## config.mk

```make
export PLATFORM = sky130hd
export DESIGN_NAME = oc_timer_pair
export DESIGN_NICKNAME = d
export VERILOG_FILES = /design/src/rtl/oc_pkg.sv /design/src/rtl/oc_ctrl.sv /design/src/rtl/oc_wave.sv /design/src/rtl/oc_timer_pair.sv
export SDC_FILE = /design/constraint.sdc
export NUM_CORES = 1
export LEC_CHECK = 0
export BUFFER_PORTS_ARGS = -buffer_cell sky130_fd_sc_hd__buf_2
export CORE_MARGIN = 1.5
export CORE_UTILIZATION = 46
export CTS_CLUSTER_SIZE = 10
export DETAILED_ROUTE_END_ITERATION = 7
export GPL_TIMING_DRIVEN = 0
export PLACE_DENSITY = 0.78
export SYNTH_ARGS = -nofsm -noshare
export SYNTH_HDL_FRONTEND = slang
export SYNTH_HIERARCHICAL = 1
export SYNTH_SLANG_ARGS = --single-unit
```

## constraint.sdc

```tcl
create_clock -name clk -period 3.2 [get_ports clk]
set_input_delay 0.32 -clock clk [delete_from_list [all_inputs] [get_ports clk]]
set_output_delay 0.32 -clock clk [all_outputs]
set_load 0.05 [all_outputs]
```

## src/rtl/oc_pkg.sv

```systemverilog
package oc_pkg;
  typedef enum logic [1:0] {
    OUT_OFF    = 2'b00,
    OUT_SINGLE = 2'b01,
    OUT_TOGGLE = 2'b10,
    OUT_PWM    = 2'b11
  } out_mode_e;
endpackage

```

## src/rtl/oc_ctrl.sv

```systemverilog
module oc_ctrl #(
  parameter int SELW = 5,
  parameter int NSRC = 31
) (
  input  logic            clk,
  input  logic            rst_n,
  input  logic            en,
  input  logic [SELW-1:0] sel,
  input  logic            trig,
  input  logic [NSRC-1:0] evt,
  output logic            run,
  output logic            clr
);
  logic            hit, free_run, cfg_chg, started_q;
  logic [SELW:0]   cfg_q;

  always_comb begin
    hit = 1'b0;
    for (int k = 0; k < NSRC; k++)
      if (sel == SELW'(k + 1)) hit = evt[k];
  end

  assign free_run = (sel == '0);
  assign cfg_chg  = ({sel, trig} != cfg_q);

  assign run = en && (free_run ||
                      (!trig && !hit) ||
                      (trig && (hit || (started_q && !cfg_chg))));
  assign clr = !en || (!free_run && !trig && hit);

  always_ff @(posedge clk) begin
    if (!rst_n) begin
      cfg_q     <= '0;
      started_q <= 1'b0;
    end else begin
      cfg_q     <= {sel, trig};
      started_q <= en && trig && !free_run && (hit || (started_q && !cfg_chg));
    end
  end

  // Trigger mode waits with the counter still until an event arrives
  p_trig_hold_r5: assert property (@(posedge clk) disable iff (!rst_n)
    (en && trig && !free_run && !hit && !started_q) |-> (!run && !clr));
endmodule

```

## src/rtl/oc_wave.sv

```systemverilog
module oc_wave
  import oc_pkg::*;
(
  input  logic      clk,
  input  logic      rst_n,
  input  logic      en,
  input  out_mode_e mode,
  input  logic      rearm,
  input  logic      hit_pri,
  input  logic      hit_sec,
  output logic      out
);
  logic out_q, armed_q;

  always_ff @(posedge clk) begin
    if (!rst_n || !en) begin
      out_q   <= 1'b0;
      armed_q <= 1'b1;
    end else begin
      case (mode)
        OUT_TOGGLE: if (hit_pri) out_q <= ~out_q;
        OUT_PWM: begin
          if (hit_sec)      out_q <= 1'b0;
          else if (hit_pri) out_q <= 1'b1;
        end
        OUT_SINGLE: begin
          if (hit_sec && (out_q || (armed_q && hit_pri))) begin
            out_q   <= 1'b0;
            armed_q <= 1'b0;
          end else if (armed_q && hit_pri) begin
            out_q <= 1'b1;
          end
        end
        default: out_q <= 1'b0;
      endcase
      if (rearm) armed_q <= 1'b1;
    end
  end

  assign out = out_q;

  p_disable_low_r7: assert property (@(posedge clk) disable iff (!rst_n)
    !en |=> !out);
  p_pwm_fall_r8: assert property (@(posedge clk) disable iff (!rst_n)
    (en && mode == OUT_PWM && hit_sec) |=> !out);
  p_single_hold_r9: assert property (@(posedge clk) disable iff (!rst_n)
    (en && mode == OUT_SINGLE && !armed_q && !out_q && !rearm) |=> !out);
  p_off_low_r10: assert property (@(posedge clk) disable iff (!rst_n)
    (en && mode == OUT_OFF) |=> !out);
endmodule

```

## src/rtl/oc_timer_pair.sv

```systemverilog
module oc_timer_pair
  import oc_pkg::*;
#(
  parameter int CW   = 16,
  parameter int SELW = 5,
  parameter int NSRC = 31
) (
  input  logic                 clk,
  input  logic                 rst_n,
  input  logic [1:0]           ch_en,
  input  logic [1:0][SELW-1:0] src_sel,
  input  logic [1:0]           trig_mode,
  input  logic [1:0]           cascade,
  input  logic [1:0][1:0]      out_mode,
  input  logic [1:0]           rearm,
  input  logic [1:0][CW-1:0]   cmp_pri,
  input  logic [1:0][CW-1:0]   cmp_sec,
  input  logic [NSRC-1:0]      evt_in,
  output logic [1:0]           oc_out,
  output logic [1:0]           evt_pri,
  output logic [1:0]           evt_sec,
  output logic [1:0][CW-1:0]   count
);
  localparam int          NCH     = 2;
  localparam logic [CW-1:0] CNT_MAX = '1;

  logic                    casc, full_pri, full_sec;
  logic [NCH-1:0]          run_c, clr_c, adv, clr, en_eff, hp, hs, rearm_eff;
  logic [NCH-1:0][CW-1:0]  cnt_q;
  out_mode_e               mode_eff [NCH];

  assign casc     = cascade[0] & cascade[1];
  assign full_pri = (cnt_q == cmp_pri);
  assign full_sec = (cnt_q == cmp_sec);

  // Low half (channel 0) always follows its own controls
  assign adv[0] = run_c[0];
  assign clr[0] = clr_c[0];
  // High half either runs alone or counts low-half rollovers
  assign adv[1] = casc ? (run_c[0] && cnt_q[0] == CNT_MAX) : run_c[1];
  assign clr[1] = casc ? clr_c[0] : clr_c[1];

  for (genvar g = 0; g < NCH; g++) begin : g_ch
    oc_ctrl #(.SELW(SELW), .NSRC(NSRC)) u_ctrl (
      .clk   (clk),
      .rst_n (rst_n),
      .en    (ch_en[g]),
      .sel   (src_sel[g]),
      .trig  (trig_mode[g]),
      .evt   (evt_in),
      .run   (run_c[g]),
      .clr   (clr_c[g])
    );

    always_ff @(posedge clk) begin
      if (!rst_n)      cnt_q[g] <= '0;
      else if (clr[g]) cnt_q[g] <= '0;
      else if (adv[g]) cnt_q[g] <= cnt_q[g] + CW'(1);
    end

    assign en_eff[g]    = casc ? ch_en[0] : ch_en[g];
    assign hp[g]        = casc ? full_pri : (cnt_q[g] == cmp_pri[g]);
    assign hs[g]        = casc ? full_sec : (cnt_q[g] == cmp_sec[g]);
    assign rearm_eff[g] = casc ? rearm[0] : rearm[g];
    assign mode_eff[g]  = casc ? out_mode_e'(out_mode[0]) : out_mode_e'(out_mode[g]);

    oc_wave u_wave (
      .clk     (clk),
      .rst_n   (rst_n),
      .en      (en_eff[g]),
      .mode    (mode_eff[g]),
      .rearm   (rearm_eff[g]),
      .hit_pri (hp[g]),
      .hit_sec (hs[g]),
      .out     (oc_out[g])
    );
  end

  assign evt_pri = en_eff & hp;
  assign evt_sec = en_eff & hs;
  assign count   = cnt_q;

  p_free_count_r1: assert property (@(posedge clk) disable iff (!rst_n)
    (ch_en[0] && src_sel[0] == '0) |=> (cnt_q[0] == $past(cnt_q[0]) + CW'(1)));
  p_clear_zero_r4: assert property (@(posedge clk) disable iff (!rst_n)
    clr_c[0] |=> (cnt_q[0] == '0));
  p_casc_carry_r11: assert property (@(posedge clk) disable iff (!rst_n)
    (casc && run_c[0] && cnt_q[0] == CNT_MAX) |=> (cnt_q[1] == $past(cnt_q[1]) + CW'(1)));
  p_indep_r12: assert property (@(posedge clk) disable iff (!rst_n)
    (!casc && !ch_en[1]) |=> (cnt_q[1] == '0));
endmodule

```

==> flow_metrics.env <==
export IMPL_drtAntennaViolNets=0
export IMPL_whs_path_depth=2
export IMPL_r2r_slack_ns=0.19
export IMPL_dr_total_vias=4518
export IMPL_synth_area_um2=4220
export IMPL_viasPerCell=5.62
export IMPL_whs_endpoint="g_ch[0].u_wave/armed_q$_SDFFE_PP1P_"
export IMPL_instances_no_fill=804
export IMPL_cts_sinks=50
export IMPL_synthCells=530
export IMPL_worst_setup_path_end_kind="flop"
export IMPL_num_rows=34
export IMPL_clk_latency_ns=0.31
export IMPL_core_area_um2=8810
export IMPL_crit_family="compound AO/OA/AOI/OAI gates"
export IMPL_overflow=0
export IMPL_min_period_ns=3.17
export IMPL_hold_start="rearm[0]"
export IMPL_rsz0062_at_grt="true"
export IMPL_synth_nets=651
export IMPL_worst_slew_pin_slew_ns=0.588
export IMPL_critPathSlowestCell="or3_1"
export IMPL_hold_buffers=0
export IMPL_worst_ir_drop_vdd_mv=0.198
export IMPL_ys_seq_elements=50
export IMPL_area_delta_synth_final_pct=27.8
export IMPL_io_buffers=148
export IMPL_first_pass_iters=7
export IMPL_grtUsageTotal_pct=25.5
export IMPL_dp_cells=786
export IMPL_grt_max_degree=19
export IMPL_finish_utilization_pct=61.2
export IMPL_dieWidth_um=98.7
export IMPL_fin_crit_sh_pct=98.9
export IMPL_cts_buffers=5
export IMPL_avgSynthCellArea_um2=7.95
export IMPL_maxSlewHeadroom_pct=60.8
export IMPL_dp_hpwl_mm=10.1
export IMPL_wl_mm=12.7
export IMPL_synth_flop_cell="dfxtp_1"
export IMPL_die_h_um=98.7
export IMPL_clk_pin_slew_ns=0.09
export IMPL_grt_pass1_wl_mm=20.2
export IMPL_path_cells="buf_6 > buf_8 > mux2_4 > a221oi_2 > nor4_2 > o21ai_1 > a211oi_2 > a211oi_4 > nand4_1 > or3_1 > buf_6 > o31a_1 > buf_4 > or3_4 > a21oi_2"
export IMPL_r2r_start="g_ch[0].u_ctrl/cfg_q[2]$_SDFF_PN0_"
export IMPL_ff2ff_path_depth=12
export IMPL_fin_nets=816
export IMPL_drtIter0Drc=219
export IMPL_path_max_fanout=10
export IMPL_clockBufferDepth=2
export IMPL_cts_tree="built"
export IMPL_io_pins=157
export IMPL_wl_per_cell_um=15.8
export IMPL_initial_core_util_pct=47.9
export IMPL_total_leakage_power_nw=2.42
export IMPL_status="complete, but fails checks"
export IMPL_fmax_mhz=316
export IMPL_r2r_end="count[28]$_SDFFE_PP0P_"
export IMPL_antenna_cells=0
export IMPL_fill_cells=808
export IMPL_yosys_warnings=6
export IMPL_synth_enable_flop_cells=0
export IMPL_yosysSeqAreaShare_pct=23.7
export IMPL_critical_path_class="primary input to flop"
export IMPL_power_density_nw_per_um2=271
export IMPL_setup_violations=0
export IMPL_root_buffer="clkbuf_8"
export IMPL_violations="design-rule violations"
export IMPL_die_area_um2=9750
export IMPL_async_reset_ff_share_pct=0
export IMPL_antenna_found_initial=0
export IMPL_place_congestion=0.925
export IMPL_crit_top_cell="buf_6"
export IMPL_clock_skew_ns=0.00716
export IMPL_cap_violations=0
export IMPL_htree_levels=2
export IMPL_worstPathRequired_ns=3.44
export IMPL_crit_arrival_ns=3.41
export IMPL_ys_types=52
export IMPL_slew_viol_final=0
export IMPL_grt_pass1_vias=4289
export IMPL_hp_class="primary input to flop"
export IMPL_critPathBufInv=4
export IMPL_cp_start_kind="primary input"
export IMPL_finalHoldViolCount=0
export IMPL_slowest_delay_ns=0.38
export IMPL_drive_gt1_share_pct=31.2
export IMPL_post_route_drc_count=15
cell families (layout without fill, tap and decap cells):
kind of cell | after synthesis | count (layout) | synth area share (%)
adders and majority gates | 2 | 2 | 0.594
and+or+nand+nor | 208 | 208 | 27.3
DFF | 50 | 50 | 23.7
buffers and inverters | 54 | 220 | 6.68
muxes | 19 | 19 | 6.59
AOI/OAI and AO/OA | 109 | 109 | 16.8
xor gates and xnor gates | 88 | 88 | 18.3
worst max-delay path by stage:
stage / startpoint / end / slack [ns] / cells past startpoint
floorplan: src_sel[4] / count[22]$_SDFFE_PP0P_ / -0.02 / 14
global placement: src_sel[2] / count[23]$_SDFFE_PP0P_ / -0.43 / 14
detailed placement: src_sel[2] / count[27]$_SDFFE_PP0P_ / -0.46 / 14
CTS: src_sel[2] / count[22]$_SDFFE_PP0P_ / 0.004 / 14
global route: src_sel[1] / count[22]$_SDFFE_PP0P_ / -0.12 / 15
finish: src_sel[0] / count[28]$_SDFFE_PP0P_ / 0.03 / 15
routing by layer:
| layer | part of all wire [%] | wire length (µm) | vias to the layer above | track usage (%) |
|---|---|---|---|---|
| li1 | - | - | 2226 | - |
| met1 | 43 | 5430 | 2103 | 31.8 |
| met2 | 49 | 6280 | 175 | 46.3 |
| met3 | 6.5 | 822 | 14 | 3.69 |
| met4 | 1.5 | 188 | 0 | 6.15 |
| met5 | 0 | 0 | - | 0 |
through the flow:
stage | power (mW) | setup WS, ns | area (µm²) | setup TNS (ns) | hold WS, ns
finish | 1.46 | 0.0350 | 5390 | 0 | 0.242
global route | 1.53 | -0.124 | 5390 | -0.786 | 0.250
CTS | 1.45 | 0.00408 | 5210 | 0 | 0.242
detailed placement | 1.01 | -0.456 | 5100 | -5.59 | 0.518
global placement | 1.00 | -0.432 | 5100 | -4.89 | 0.503
floorplan | 0.866 | -0.0231 | 4220 | -0.0667 | 0.416
where the power goes:
part	internal, mW	leakage (nW)	total (mW)	switching [mW]
Sequential	0.633	0.406	0.642	0.00845
Combinational	0.177	1.96	0.373	0.197
Clock	0.234	0.0524	0.446	0.212
Total	1.04	2.42	1.46	0.417
placed cells by master, fill, tap and decap left out, drive strengths merged, types with 5 or more instances in the layout:
cell / netlist / routed
xnor2: 12 / 12
o21ai: 30 / 30
clkbuf: 18 / 24
nand2: 44 / 44
nor4: 20 / 20
and3: 5 / 5
inv: 14 / 14
xor2: 76 / 76
or3: 22 / 22
nand4: 14 / 14
mux4: 6 / 6
nor2: 26 / 26
nand3b: 6 / 6
dfxtp: 50 / 50
buf: 22 / 181
mux2i: 9 / 9
o21a: 5 / 5
nand3: 12 / 12
nand2b: 11 / 11
a211oi: 8 / 8
a21oi: 34 / 34
nor2b: 12 / 12
and2: 17 / 17
registers in the layout, indices dropped and copies added, names as in the netlist:
signal                 count
count                     32
g_ch.u_ctrl/cfg_q         12
g_ch.u_ctrl/started_q      2
g_ch.u_wave/armed_q        2
g_ch.u_wave/out            2
layout make-up:
| cell class | count | area [µm²] | area share [%] |
|---|---|---|---|
| multi-input cells | 426 | 3010 | 55.9 |
| flip-flops and latches | 50 | 1000 | 18.6 |
| repair buffers | 158 | 823 | 15.3 |
| plain buffers | 40 | 259 | 4.81 |
| well taps | 108 | 135 | 2.51 |
| clock buffers | 7 | 76.3 | 1.42 |
| inverters | 14 | 52.6 | 0.975 |
| clock inverters | 1 | 30.0 | 0.557 |
synth_stat cells, drive strengths merged, types with 3 or more instances:
cell type / n / area share [%]
o31ai: 3 / 0.53
o221ai: 4 / 0.83
a31oi: 4 / 0.59
buf: 22 / 3.8
nand2: 44 / 3.9
nor2b: 12 / 1.8
clkbuf: 18 / 1.6
nand4: 14 / 2.2
nor2: 26 / 2.3
nand2b: 11 / 1.6
xnor2: 12 / 2.5
or3: 22 / 3.3
inv: 14 / 1.2
dfxtp: 50 / 24
o211ai: 4 / 0.71
mux4: 6 / 3.4
xor2: 76 / 16
a21oi: 34 / 4.2
and2: 17 / 2.5
nand3b: 6 / 1.1
mux2: 4 / 1.1
and4: 3 / 0.62
o21ai: 30 / 3.6
nand3: 12 / 1.4
and3: 5 / 0.74
a211oi: 8 / 1.7
nand4b: 4 / 0.83
nor4: 20 / 3.0
mux2i: 9 / 2.1
o21a: 5 / 0.89
or4: 4 / 0.71
timing repair:
action | in CTS | in global routing
pin swaps | 1 | 17
gates cloned | 0 | 1
buffers inserted | 1 | 8
resized for setup | 1 | 37
setup endpoints to repair | 10 | 17
hold endpoints to repair | 0 | 0
Power figures use the tool's default switching activity.
